File: config.mk
export PLATFORM = sky130hd
export DESIGN_NAME = exc_entry_unit
export DESIGN_NICKNAME = d
export VERILOG_FILES = /design/src/rtl/exc_pkg.sv /design/src/rtl/exc_arbiter.sv /design/src/rtl/exc_vector_gen.sv /design/src/rtl/exc_entry_unit.sv
export SDC_FILE = /design/constraint.sdc
export NUM_CORES = 1
export LEC_CHECK = 0
export ABC_AREA = 1
export CORE_AREA = 5 5 188 190
export CTS_BUF_LIST = sky130_fd_sc_hd__clkbuf_8
export CTS_CLUSTER_DIAMETER = 50
export DETAILED_ROUTE_END_ITERATION = 7
export DIE_AREA = 0 0 193 195
export DONT_BUFFER_PORTS = 1
export GPL_TIMING_DRIVEN = 1
export HOLD_SLACK_MARGIN = 0.1
export RECOVER_POWER = 50
export REMOVE_ABC_BUFFERS = 1
export SKIP_CTS_REPAIR_TIMING = 1
export SLEW_MARGIN = 20
export SYNTH_ARGS = -nofsm -noshare
export SYNTH_HDL_FRONTEND = slang
export SYNTH_HIERARCHICAL = 1
export SYNTH_SLANG_ARGS = --single-unit
export TNS_END_PERCENT = 50
File: constraint.sdc
create_clock -name clk -period 3.8 [get_ports clk]
set_clock_uncertainty 0.05 [all_clocks]
set_input_delay 0.38 -clock clk [delete_from_list [all_inputs] [get_ports clk]]
set_output_delay 0.38 -clock clk [all_outputs]
set_load 0.01 [all_outputs]
File: src/rtl/exc_pkg.sv
package exc_pkg;

  localparam int ST_W       = 32;
  localparam int SB_SPSEL   = 0;
  localparam int SB_LVL_LO  = 2;
  localparam int SB_EXEC32  = 4;
  localparam int SB_F       = 6;
  localparam int SB_I       = 7;
  localparam int SB_A       = 8;
  localparam int SB_D       = 9;
  localparam int SB_IL      = 20;
  localparam int ALIGN_BITS = 11;
  localparam int SLOT_SHIFT = 7;
  localparam int LVL_W      = 2;
  localparam int SYN_W      = 32;

  typedef enum logic [1:0] {
    K_SYNC = 2'd0,
    K_IRQ  = 2'd1,
    K_FIQ  = 2'd2,
    K_SERR = 2'd3
  } exc_kind_e;

  typedef logic [ST_W-1:0] status_t;

  function automatic logic [LVL_W-1:0] status_level(status_t st);
    return st[SB_LVL_LO +: LVL_W];
  endfunction

  // Origin group: lower level splits on execution state, current level on stack select
  function automatic logic [ALIGN_BITS-1:0] group_offset(status_t st);
    logic [ALIGN_BITS-1:0] g;
    if (status_level(st) == '0)
      g = st[SB_EXEC32] ? 11'h600 : 11'h400;
    else
      g = st[SB_SPSEL] ? 11'h200 : 11'h000;
    return g;
  endfunction

  function automatic logic [ALIGN_BITS-1:0] slot_offset(exc_kind_e k);
    logic [ALIGN_BITS-1:0] s;
    s = '0;
    s[SLOT_SHIFT +: 2] = k;
    return s;
  endfunction

  function automatic status_t entry_status(status_t st);
    status_t s;
    s = st;
    s[SB_D]      = 1'b1;
    s[SB_A]      = 1'b1;
    s[SB_I]      = 1'b1;
    s[SB_F]      = 1'b1;
    s[SB_IL]     = 1'b0;
    s[SB_SPSEL]  = 1'b1;
    s[SB_EXEC32] = 1'b0;
    s[SB_LVL_LO +: LVL_W] = 2'd1;
    return s;
  endfunction

endpackage

File: src/rtl/exc_arbiter.sv
module exc_arbiter
  import exc_pkg::*;
(
  input  logic      sync_req,
  input  logic      serr_req,
  input  logic      fiq_req,
  input  logic      irq_req,
  input  status_t   status,
  output logic      pick_valid,
  output exc_kind_e pick_kind
);
  logic serr_ok, fiq_ok, irq_ok;

  assign serr_ok = serr_req && !status[SB_A];
  assign fiq_ok  = fiq_req  && !status[SB_F];
  assign irq_ok  = irq_req  && !status[SB_I];

  always_comb begin
    pick_valid = 1'b1;
    pick_kind  = K_SYNC;
    if (sync_req)     pick_kind = K_SYNC;
    else if (serr_ok) pick_kind = K_SERR;
    else if (fiq_ok)  pick_kind = K_FIQ;
    else if (irq_ok)  pick_kind = K_IRQ;
    else              pick_valid = 1'b0;
  end
endmodule

File: src/rtl/exc_vector_gen.sv
module exc_vector_gen
  import exc_pkg::*;
#(
  parameter int PC_W = 64
) (
  input  logic [PC_W-1:0] base,
  input  status_t         status,
  input  exc_kind_e       kind,
  output logic [PC_W-1:0] target
);
  logic [ALIGN_BITS-1:0] low_part;

  // group occupies [10:9], slot [8:7]: disjoint, so OR equals add
  assign low_part = group_offset(status) | slot_offset(kind);
  assign target   = {base[PC_W-1:ALIGN_BITS], low_part};
endmodule

File: src/rtl/exc_entry_unit.sv
module exc_entry_unit
  import exc_pkg::*;
#(
  parameter int PC_W = 64
) (
  input  logic              clk,
  input  logic              rst_n,
  input  logic              irq_req,
  input  logic              fiq_req,
  input  logic              serr_req,
  input  logic              sync_req,
  input  logic [SYN_W-1:0]  sync_syndrome,
  input  logic              eret_strobe,
  input  logic [PC_W-1:0]   cur_pc,
  input  logic [ST_W-1:0]   cur_status,
  input  logic              vbar_we,
  input  logic [PC_W-1:0]   vbar_wdata,
  output logic              redirect_valid,
  output logic [PC_W-1:0]   redirect_pc,
  output logic [ST_W-1:0]   new_status,
  output logic [PC_W-1:0]   elr_q,
  output logic [ST_W-1:0]   spsr_q,
  output logic [SYN_W-1:0]  esr_q,
  output logic [PC_W-1:0]   vbar_q,
  output logic [3:0]        level_view
);
  localparam logic [PC_W-1:0] ALIGN_MASK = {{(PC_W-ALIGN_BITS){1'b1}}, {ALIGN_BITS{1'b0}}};

  logic            pick_valid;
  exc_kind_e       pick_kind;
  logic [PC_W-1:0] vec_target;
  logic            take_valid;
  exc_kind_e       take_kind;
  logic            eret_go;

  exc_arbiter u_arb (
    .sync_req   (sync_req),
    .serr_req   (serr_req),
    .fiq_req    (fiq_req),
    .irq_req    (irq_req),
    .status     (cur_status),
    .pick_valid (pick_valid),
    .pick_kind  (pick_kind)
  );

  exc_vector_gen #(.PC_W(PC_W)) u_vec (
    .base   (vbar_q),
    .status (cur_status),
    .kind   (pick_kind),
    .target (vec_target)
  );

  // requests are not sampled in the redirect cycle
  assign take_valid = pick_valid && !redirect_valid;
  assign take_kind  = pick_kind;
  assign eret_go    = eret_strobe && !redirect_valid && !pick_valid;

  assign level_view = {status_level(cur_status), 2'b00};

  always_ff @(posedge clk or negedge rst_n) begin
    if (!rst_n) begin
      redirect_valid <= 1'b0;
      redirect_pc    <= '0;
      new_status     <= '0;
      elr_q          <= '0;
      spsr_q         <= '0;
      esr_q          <= '0;
    end else if (take_valid) begin
      redirect_valid <= 1'b1;
      redirect_pc    <= vec_target;
      new_status     <= entry_status(cur_status);
      elr_q          <= cur_pc;
      spsr_q         <= cur_status;
      if (take_kind == K_SYNC) esr_q <= sync_syndrome;
    end else if (eret_go) begin
      redirect_valid <= 1'b1;
      redirect_pc    <= elr_q;
      new_status     <= spsr_q;
    end else begin
      redirect_valid <= 1'b0;
    end
  end

  always_ff @(posedge clk or negedge rst_n) begin
    if (!rst_n)       vbar_q <= '0;
    else if (vbar_we) vbar_q <= vbar_wdata & ALIGN_MASK;
  end
endmodule

After elaboration in Yosys (flattened, before gate mapping)
Index checks and enable logic that the tools add are counted.
{ "classes": {"n_mux": 17, "n_bitwise": 1, "reduce_logical": 15} }
{ "op_table": {"columns": ["op", "count"], "rows": [
  ["64-bit two-way mux", 2],
  ["32-bit two-way mux", 2],
  ["10-bit two-way mux", 2],
  ["11-bit two-way mux", 1],
  ["11-bit by 9-bit OR with 11-bit output", 1],
  ["1-bit two-way mux", 7],
  ["1-bit logical AND", 6],
  ["2-bit two-way mux", 3],
  ["1-bit zero test", 5],
  ["2-bit zero test", 2],
  ["2-bit AND reduction", 1],
  ["2-bit nonzero test", 1]
]} }
{ "word_totals": {"reg_bits": 278, "output_inout_bits": 293, "wordCells": 40} }

Logic depth before layout (Yosys ltp)
Gate-level depths: netlist of run 1.
{ "depth": {"ltp_word": 10, "mapped_depth": 12, "ltp_nobuf": 10} }

Modules after synthesis
Netlist of run 1, hierarchy kept.
{ "by_module_without_submodules": {"columns": ["mod", "n_inst", "cells_each", "area_per_inst_um2", "seq_area_each_um2"], "rows": [
  ["exc_entry_unit", 1, 1219, 11441.0, 6956.7],
  ["exc_vector_gen", 1, 67, 488.0, 0.0],
  ["exc_arbiter", 1, 13, 56.3, 0.0]
]} }

Least setup slack after synthesis of run 1
Ideal clock, no wire load.
{ "synth_timing": {"path_type": "input to register", "startpoint": "input port cur_status[8]", "endpoint": "register esr_q[10]", "setup_ns": 0.117, "arrival_time_ns": 1.412, "t_required_ns": 3.633, "path_slack_ns": 2.221, "stages": 12, "path_cell_list": "inv_1 > nand2_1 > nand2_1 > inv_1 > nand2_1 > buf_2 > inv_2 > nor2_4 > nand2_1 > clkbuf_1 > nand2_1 > nand2_1"} }
{ "synth_between": {"elab_chain_len": 6} }
{ "synth_lines": {"columns": ["element", "line", "text"], "rows": [
  ["start, declared", "exc_entry_unit.sv:15", "input logic [ST_W-1:0] cur_status,"],
  ["1-bit zero test", "exc_arbiter.sv:14", "assign serr_ok = serr_req && !status[SB_A];"],
  ["1-bit logical AND", "exc_arbiter.sv:14", null],
  ["1-bit two-way mux", "exc_arbiter.sv:22", "else if (serr_ok) pick_kind = K_SERR;"],
  ["1-bit two-way mux", "exc_arbiter.sv:21", "if (sync_req) pick_kind = K_SYNC;"],
  ["net pick_valid", "exc_entry_unit.sv:29", "logic pick_valid;"],
  ["1-bit logical AND", "exc_entry_unit.sv:54", "assign take_valid = pick_valid && !redirect_valid;"],
  ["2-bit AND reduction (no source line)", null, null],
  ["end signal, assigned", "exc_entry_unit.sv:74", "if (take_kind == K_SYNC) esr_q <= sync_syndrome;"],
  ["end, declared", "exc_entry_unit.sv:23", "output logic [SYN_W-1:0] esr_q,"]
]} }
The timed path passes the listed nets, and every way through them passes these cells.
A chain may end at the register's enable or synchronous reset.

Worst setup path in the final report of run 1
{ "layout_timing": {"startpoint": "input port cur_status[8]", "endpoint": "register esr_q[11]"} }
{ "layout_between": {"elab_chain_len": 6} }
{ "layout_lines": {"columns": ["element", "line", "text"], "rows": [
  ["1-bit zero test", "exc_arbiter.sv:14", null],
  ["1-bit logical AND", "exc_arbiter.sv:14", null],
  ["2-bit two-way mux", "exc_arbiter.sv:22", null],
  ["2-bit two-way mux", "exc_arbiter.sv:21", null],
  ["net pick_kind[1]", "exc_entry_unit.sv:30", "exc_kind_e pick_kind;"],
  ["2-bit zero test", "exc_entry_unit.sv:74", null],
  ["2-bit AND reduction (no source line)", null, null]
]} }
The timed path passes the listed nets, and every way through them passes these cells.

==> impl_results.md, run 1 <==
- Outcome: finished with violations
- Failing checks: negative hold slack
- Max-cap viol count: 0
- Max frequency: 416 MHz
- PD cells: between 700 and 800 nW/um2
- Number of enable flip-flop cells after synthesis: 0
- Synth Cell Area: between 10,000 and 15,000 um2
- Filler cell count: 3,006
- Hold WS: -0.556 ns
- Synth area leaders: dfrtp_1 58%, nand2_1 14%, nand3_1 11%, mux2_2 5.0%, buf_4 4.9%
- Port-buffer cells: 0
- Core area: between 30,000 and 40,000 um2
- First-pass GRT wire length: slightly above 50,000 um
- Post-synth top area cell: dfrtp_1
- Number of top-level pins: between 400 and 500
- Clk pin slew, worst setup/hold paths: about 0.06 ns
- Router iterations before antenna repair: 6
- Crit path time final: ~2.4 ns
- Rows: 67
- H-tree levels: 2
- Worst min-delay path class: primary input to asynchronous set/reset pin
- Register area share after synthesis: ~58%
- Initial Util: 36.0%
- Peak supply drop: just over 400 uV
- P&R area growth vs syn: 26.4%
- DIE WIDTH: around 190 um
- Vias in the first global route: approximately 8,600
- Total CTS buffers: between 40 and 50
- Yosys top cell area share: roughly 58%
- Ant diodes: 0
- YS warnings: 6
- WL/cell: about 19 um
- Initial antenna violation count: 0
- Die area: around 38,000 um2
- DRC: 0
- Reg-to-Reg End: redirect_pc[33]
- CTS Sinks: approximately 280
- Period Utilization, post-route: 63.2%
- CP dominant cell by count: nand2_1
- Total routed wirelength: roughly 38,000 um
- Arrival time worst endpoint: around 2.8 ns
- Root Driver: clkbuf_8
- Cells after Synth: 1,299
- Final Slew Violations: 0
- CP Capture Type: register
- Syn Area/Cell: between 9 and 10 um2
- Crit Path Max Fanout: 33
- Top post-synthesis cells by count: 439 x nand2_1, 278 x dfrtp_1, 271 x nand3_1, 79 x buf_4, 57 x inv_1
- Die Height: roughly 200 um
- Antenna viol nets, final: 0
- Setup TNS: 0 ns
- GRT Util Overall: between 10% and 20%
- GP Congestion: 0.777
- DR iter-0 viols: around 480
- CTS Buffer Depth: 3
- R2r worst-path depth: 5
- Hold Vio Cnt, Final: between 200 and 300
- Most frequent cell after synthesis: nand2_1
- #FFs+latches synth: 278
- Async S/R FF share, synth: 100%
- Count of cell types in the netlist: 19
- DP HPWL: between 20,000 and 25,000 um
- Largest net degree at the start of global routing: 279
- CP cell instances: dlygate4sd3_1 -> inv_1 -> nand2_1 -> nand2_1 -> inv_1 -> nor2_1 -> nor2_2 -> buf_4 -> nand2_1 -> nand2_1 -> nand2_1
- RR Startpoint: redirect_valid
- Critical Path Max Stage Delay: 0.72 ns
- Leakage: 7.43 nW
- Vias per cell: approximately 5.0
- Total Nets Final: 1,657
- CTS tree: built
- Slowest cell on crit path: nand2_1
- DR vias: 9,702
- Crit Path Category: primary input to register
- CP Launch Type: primary input
- WP data required: between 4 and 5 ns
- Worst Tran Pin Value: 1.08 ns
- RSZ-0062 raised after global routing: no
- Clk_lat worst skew: about 0.58 ns
- GRT Residual Overflow: 0
- R2r setup slk: between 1 and 1.5 ns
- Slew margin rel.: about 28%
- Final setup violation count: 0
- Layout cell share with drive strength beyond 1: 9.58%
- Util after Layout: 45.5%
- Synth Flop Type: dfrtp_1
[cells by family after synthesis]
group	after synthesis	share of synthesized area [%]
flip-flops	278	58.0
multiplexers	53	4.98
other	2	0.0627
AO/OA/AOI/OAI	8	0.491
buffers and inverters	215	9.68
AND/OR/NAND/NOR	743	26.7
[power breakdown]
part | switching, mW | internal, mW
clock | 1.22 | 1.50
combinational | 1.73 | 1.10
sequential | 1.85 | 4.19
total | 4.80 | 6.79
[layout make-up]
| type | count | area, um2 | share of cell area (%) |
|---|---|---|---|
| clock buffers | 64 | 881 | 5.81 |
| inverters | 60 | 225 | 1.49 |
| well taps | 448 | 561 | 3.70 |
| multi-input cells | 824 | 3960 | 26.1 |
| repair buffers | 245 | 2480 | 16.4 |
| flip-flops and latches | 278 | 6960 | 45.9 |
| clock inverters | 21 | 91.3 | 0.603 |
[state kept, by name, indices dropped and copies added (netlist names)]
| register | flops |
|---|---|
| elr_q | 64 |
| redirect_pc | 64 |
| vbar_q | 53 |
| esr_q | 32 |
| new_status | 32 |
| spsr_q | 32 |
| redirect_valid | 1 |
[metrics by stage]
step	std cells	worst slack, ns	instance area, um2	total power [mW]
final	1940	1.40	15200	11.6
after CTS	1704	1.49	12800	11.4
after global routing	1940	1.27	15200	12.4
after detailed placement	1619	1.43	11800	8.62
after floorplan	1162	-0.942	11100	7.50
after global placement	1619	1.44	11800	8.53
[how the worst max path moves through the flow]
stage                                 end  slack (ns)           start
after floorplan            new_status[20]       -0.94   cur_status[8]
after global placement          esr_q[25]        1.44   cur_status[6]
after detailed placement         esr_q[3]        1.43   cur_status[8]
after CTS                 redirect_pc[11]        1.49  redirect_valid
after global routing             esr_q[4]        1.27   cur_status[8]
final                           esr_q[11]        1.40   cur_status[8]
[layer usage]
| layer | wire, um | vias up | track usage [%] | part of all wire, % |
|---|---|---|---|---|
| met5 | 0 | - | 0 | 0 |
| met4 | 1050 | 0 | 5.61 | 2.8 |
| met3 | 5000 | 63 | 8.82 | 13 |
| met2 | 18300 | 550 | 27.5 | 48 |
| met1 | 13400 | 4706 | 19.6 | 36 |
| li1 | - | 4383 | - | - |
[worst max-delay path: cells and delay by family]
family / cells / cell delay [ns]
AND/OR/NAND/NOR: 7 / 1.40
buffers and inverters: 4 / 1.01
[layout by cell type, fill, tap and decap left out, drive strengths merged]
cell type	Yosys	final
a21oi	1	1
and2	23	23
buf	129	9
clkbuf	26	64
clkinv	0	4
clkinvlp	0	1
conb	2	20
dfrtp	278	278
dlygate4sd3	0	236
inv	60	76
mux2	53	53
nand2	442	442
nand3	271	271
nor2	7	7
o21a	6	6
o21ai	1	1
No activity file was read; power rests on OpenSTA's default activity.
==> inputs of run 2 (changes only) <==
==> constraint.sdc (replaced) <==
create_clock -name clk -period 2.25 [get_ports clk]
set_clock_uncertainty 0.05 [all_clocks]
set_input_delay 0.225 -clock clk [delete_from_list [all_inputs] [get_ports clk]]
set_output_delay 0.225 -clock clk [all_outputs]
set_load 0.01 [all_outputs]
==> impl_results.md, run 2 (same netlist as run 1, synthesis figures left out) <==
- CP Launch Type: primary input
- Root Driver: clkbuf_8
- Most frequent cells in the layout: 439 x nand2_1, 278 x dfrtp_1, 271 x nand3_1
- WP data required: 2.70 ns (-1.50 ns)
- Total CTS buffers: 48 (unchanged)
- Crit Path Max Fanout: 31 (-6.1%)
- Clk pin slew, worst setup/hold paths: 0.06 ns (about the same)
- Peak supply drop: 797 uV (+92%)
- CP Capture Type: register
- Buf/Inv on CP: 5 (+1)
- Inst Count DP: 1,638 (+1.2%)
- GP Congestion: 0.797 (+2.5%)
- Hold Vio Cnt, Final: 278 (unchanged)
- CP top delay family: buffers and inverters
- CP cell instances: dlygate4sd3_1 -> inv_1 -> nand2_1 -> nand2_1 -> inv_1 -> dlygate4sd3_1 -> nor2_1 -> nor2_2 -> buf_4 -> nand3_1 -> nand2_1
- DP HPWL: 23,900 um (+5.7%)
- Die Height: 195 um (unchanged)
- Max-cap viol count: 0 (unchanged)
- Filler cell count: 3,016 (+0.33%)
- Crit path time final: roughly 2.1 ns
- WL met1: 13,800 um (+2.6%)
- Leakage: 7.53 nW (+1.2%)
- Highest metal used: met4
- Met3 WL post-DR: 4630 um (-7.3%)
- DR iter-0 viols: 588 (+24%)
- Largest regs: elr_q x64, redirect_pc x64, vbar_q x53
- Final Slew Violations: 0 (unchanged)
- Slew margin rel.: 48.3% (+21 points)
- H-tree levels: 2 (unchanged)
- Non-filler cells in the finished layout: 1,960 (+1.0%)
- First-pass GRT wire length: 51,200 um (+0.54%)
- DRC: 0 (unchanged)
- RSZ-0062 raised after global routing: no
- Vias in the first global route: 8,627 (+0.78%)
- Initial antenna violation count: 0 (unchanged)
- Router iterations before antenna repair: 5 (-1)
- P&R area growth vs syn: 28.0%
- GRT Residual Overflow: 0 (unchanged)
- CTS Sinks: 278 (unchanged)
- Total routed wirelength: 38,000 um (+0.70%)
- Final setup violation count: 0 (unchanged)
- Total Nets Final: 1,679 (+1.3%)
- Reg area: 6960 um2 (unchanged)
- Outcome: finished with violations
- Port-buffer cells: 0 (unchanged)
- Worst Tran Pin Value: 0.775 ns (-0.308 ns)
- Rows: 67 (unchanged)
- GRT Util Overall: 17.2% (+0.095 points)
- DR vias: 9,794 (+0.95%)
- Clk_lat worst skew: 0.58 ns (about the same)
- Critical Path Max Stage Delay: 0.60 ns (-0.12 ns)
- Failing checks: negative hold slack
- Die area: 37,600 um2 (unchanged)
- CP dominant cell by count: nand2_1
- CTS tree: built
- Worst min-delay path class: primary input to asynchronous set/reset pin
- Number of top-level pins: 493 (unchanged)
- Slowest cell on crit path: dlygate4sd3_1
- Layout cell share with drive strength beyond 1: 10.8% (+1.2 points)
- Arrival time worst endpoint: 2.57 ns (-0.23 ns)
- Setup TNS: 0 ns (unchanged)
- Final worst setup slack: 0.126 ns (-1.27 ns)
- Met2 wire length: 18,400 um (+0.72%)
- CTS Buffer Depth: 3 (unchanged)
- Vias per cell: 5.00 (about the same)
- Post-Place Setup Slack: 0.382 ns (-1.04 ns)
- Crit Path Category: primary input to register
- Core area: 33,300 um2 (unchanged)
- Antenna viol nets, final: 0 (unchanged)
- Multi-input logic area: 3960 um2 (unchanged)
- Hold WS: -0.699 ns (-0.143 ns)
- Largest net degree at the start of global routing: 279 (unchanged)
- Period Utilization, post-route: between 90% and 100%
- WL/cell: 19.4 um (-0.33%)
- Max frequency: approximately 470 MHz
- Initial Util: 36.0% (unchanged)
- DIE WIDTH: 193 um (unchanged)
- Commonest non-fill, non-tap cell in the layout: nand2_1
- PD cells: 1290 nW/um2 (+68%)
## run 2: changes by cell type in the layout (fill, tap and decap cells not counted)
cell and change:
buf_12 +3, dlygate4sd3_1 +3, clkinv_2 +3, clkbuf_8 -2
diode_2 +1, buf_4 +16, inv_1 -4
## run 2: routing by layer
layer,track usage [%],up-vias
li1,-,4417
met1,19.5,4774
met2,28.1,521
met3,8.25,82
met4,6.24,0
met5,0,-
## run 2: final timing paths
kind	from	to	slack [ns]	cells after the start
min	rst_n	vbar_q[45]	-0.70	0
max reg2reg	redirect_valid	new_status[26]	0.46	7
max	cur_status[6]	esr_q[19]	0.13	11
min in group clk	eret_strobe	redirect_pc[45]	0.17	5
min reg2reg	new_status[6]	new_status[6]	0.49	2
max in group asynchronous	rst_n	vbar_q[26]	2.19	0
## run 2: worst reg2reg max path, stage by stage (launching register included)
cell and delay [ns]:
dfrtp_1 0.58, inv_2 0.14, nand2_8 0.22, buf_12 0.27, buf_4 0.20, nand2_1 0.08
nand3_1 0.09, nand2_1 0.06
## run 2: per-stage QoR
stage | power [mW] | area (um2) | utilization, %
final | 19.7 | 15300 | 46.1
after global routing | 21.1 | 15300 | 46.1
after CTS | 19.4 | 12900 | 38.9
after detailed placement | 14.8 | 12000 | 36.1
after global placement | 14.6 | 12000 | 36.1
after floorplan | 12.7 | 11100 | -
## run 2: final cells by class
cell class / count / share of cell area, %
Inverter: 60 / 1.47
Clock buffer: 62 / 5.56
Multi-Input combinational cell: 824 / 25.8
Antenna cell: 1 / 0.0163
Tap cell: 448 / 3.65
Clock inverter: 20 / 0.595
Sequential cell: 278 / 45.4
Timing Repair Buffer: 267 / 17.5
## run 2: where the power goes
part	total, mW	switching (mW)	internal, mW
Sequential	10.2	3.08	7.08
Combinational	5.06	3.00	2.06
Clock	4.52	2.06	2.46
Total	19.7	8.15	11.6
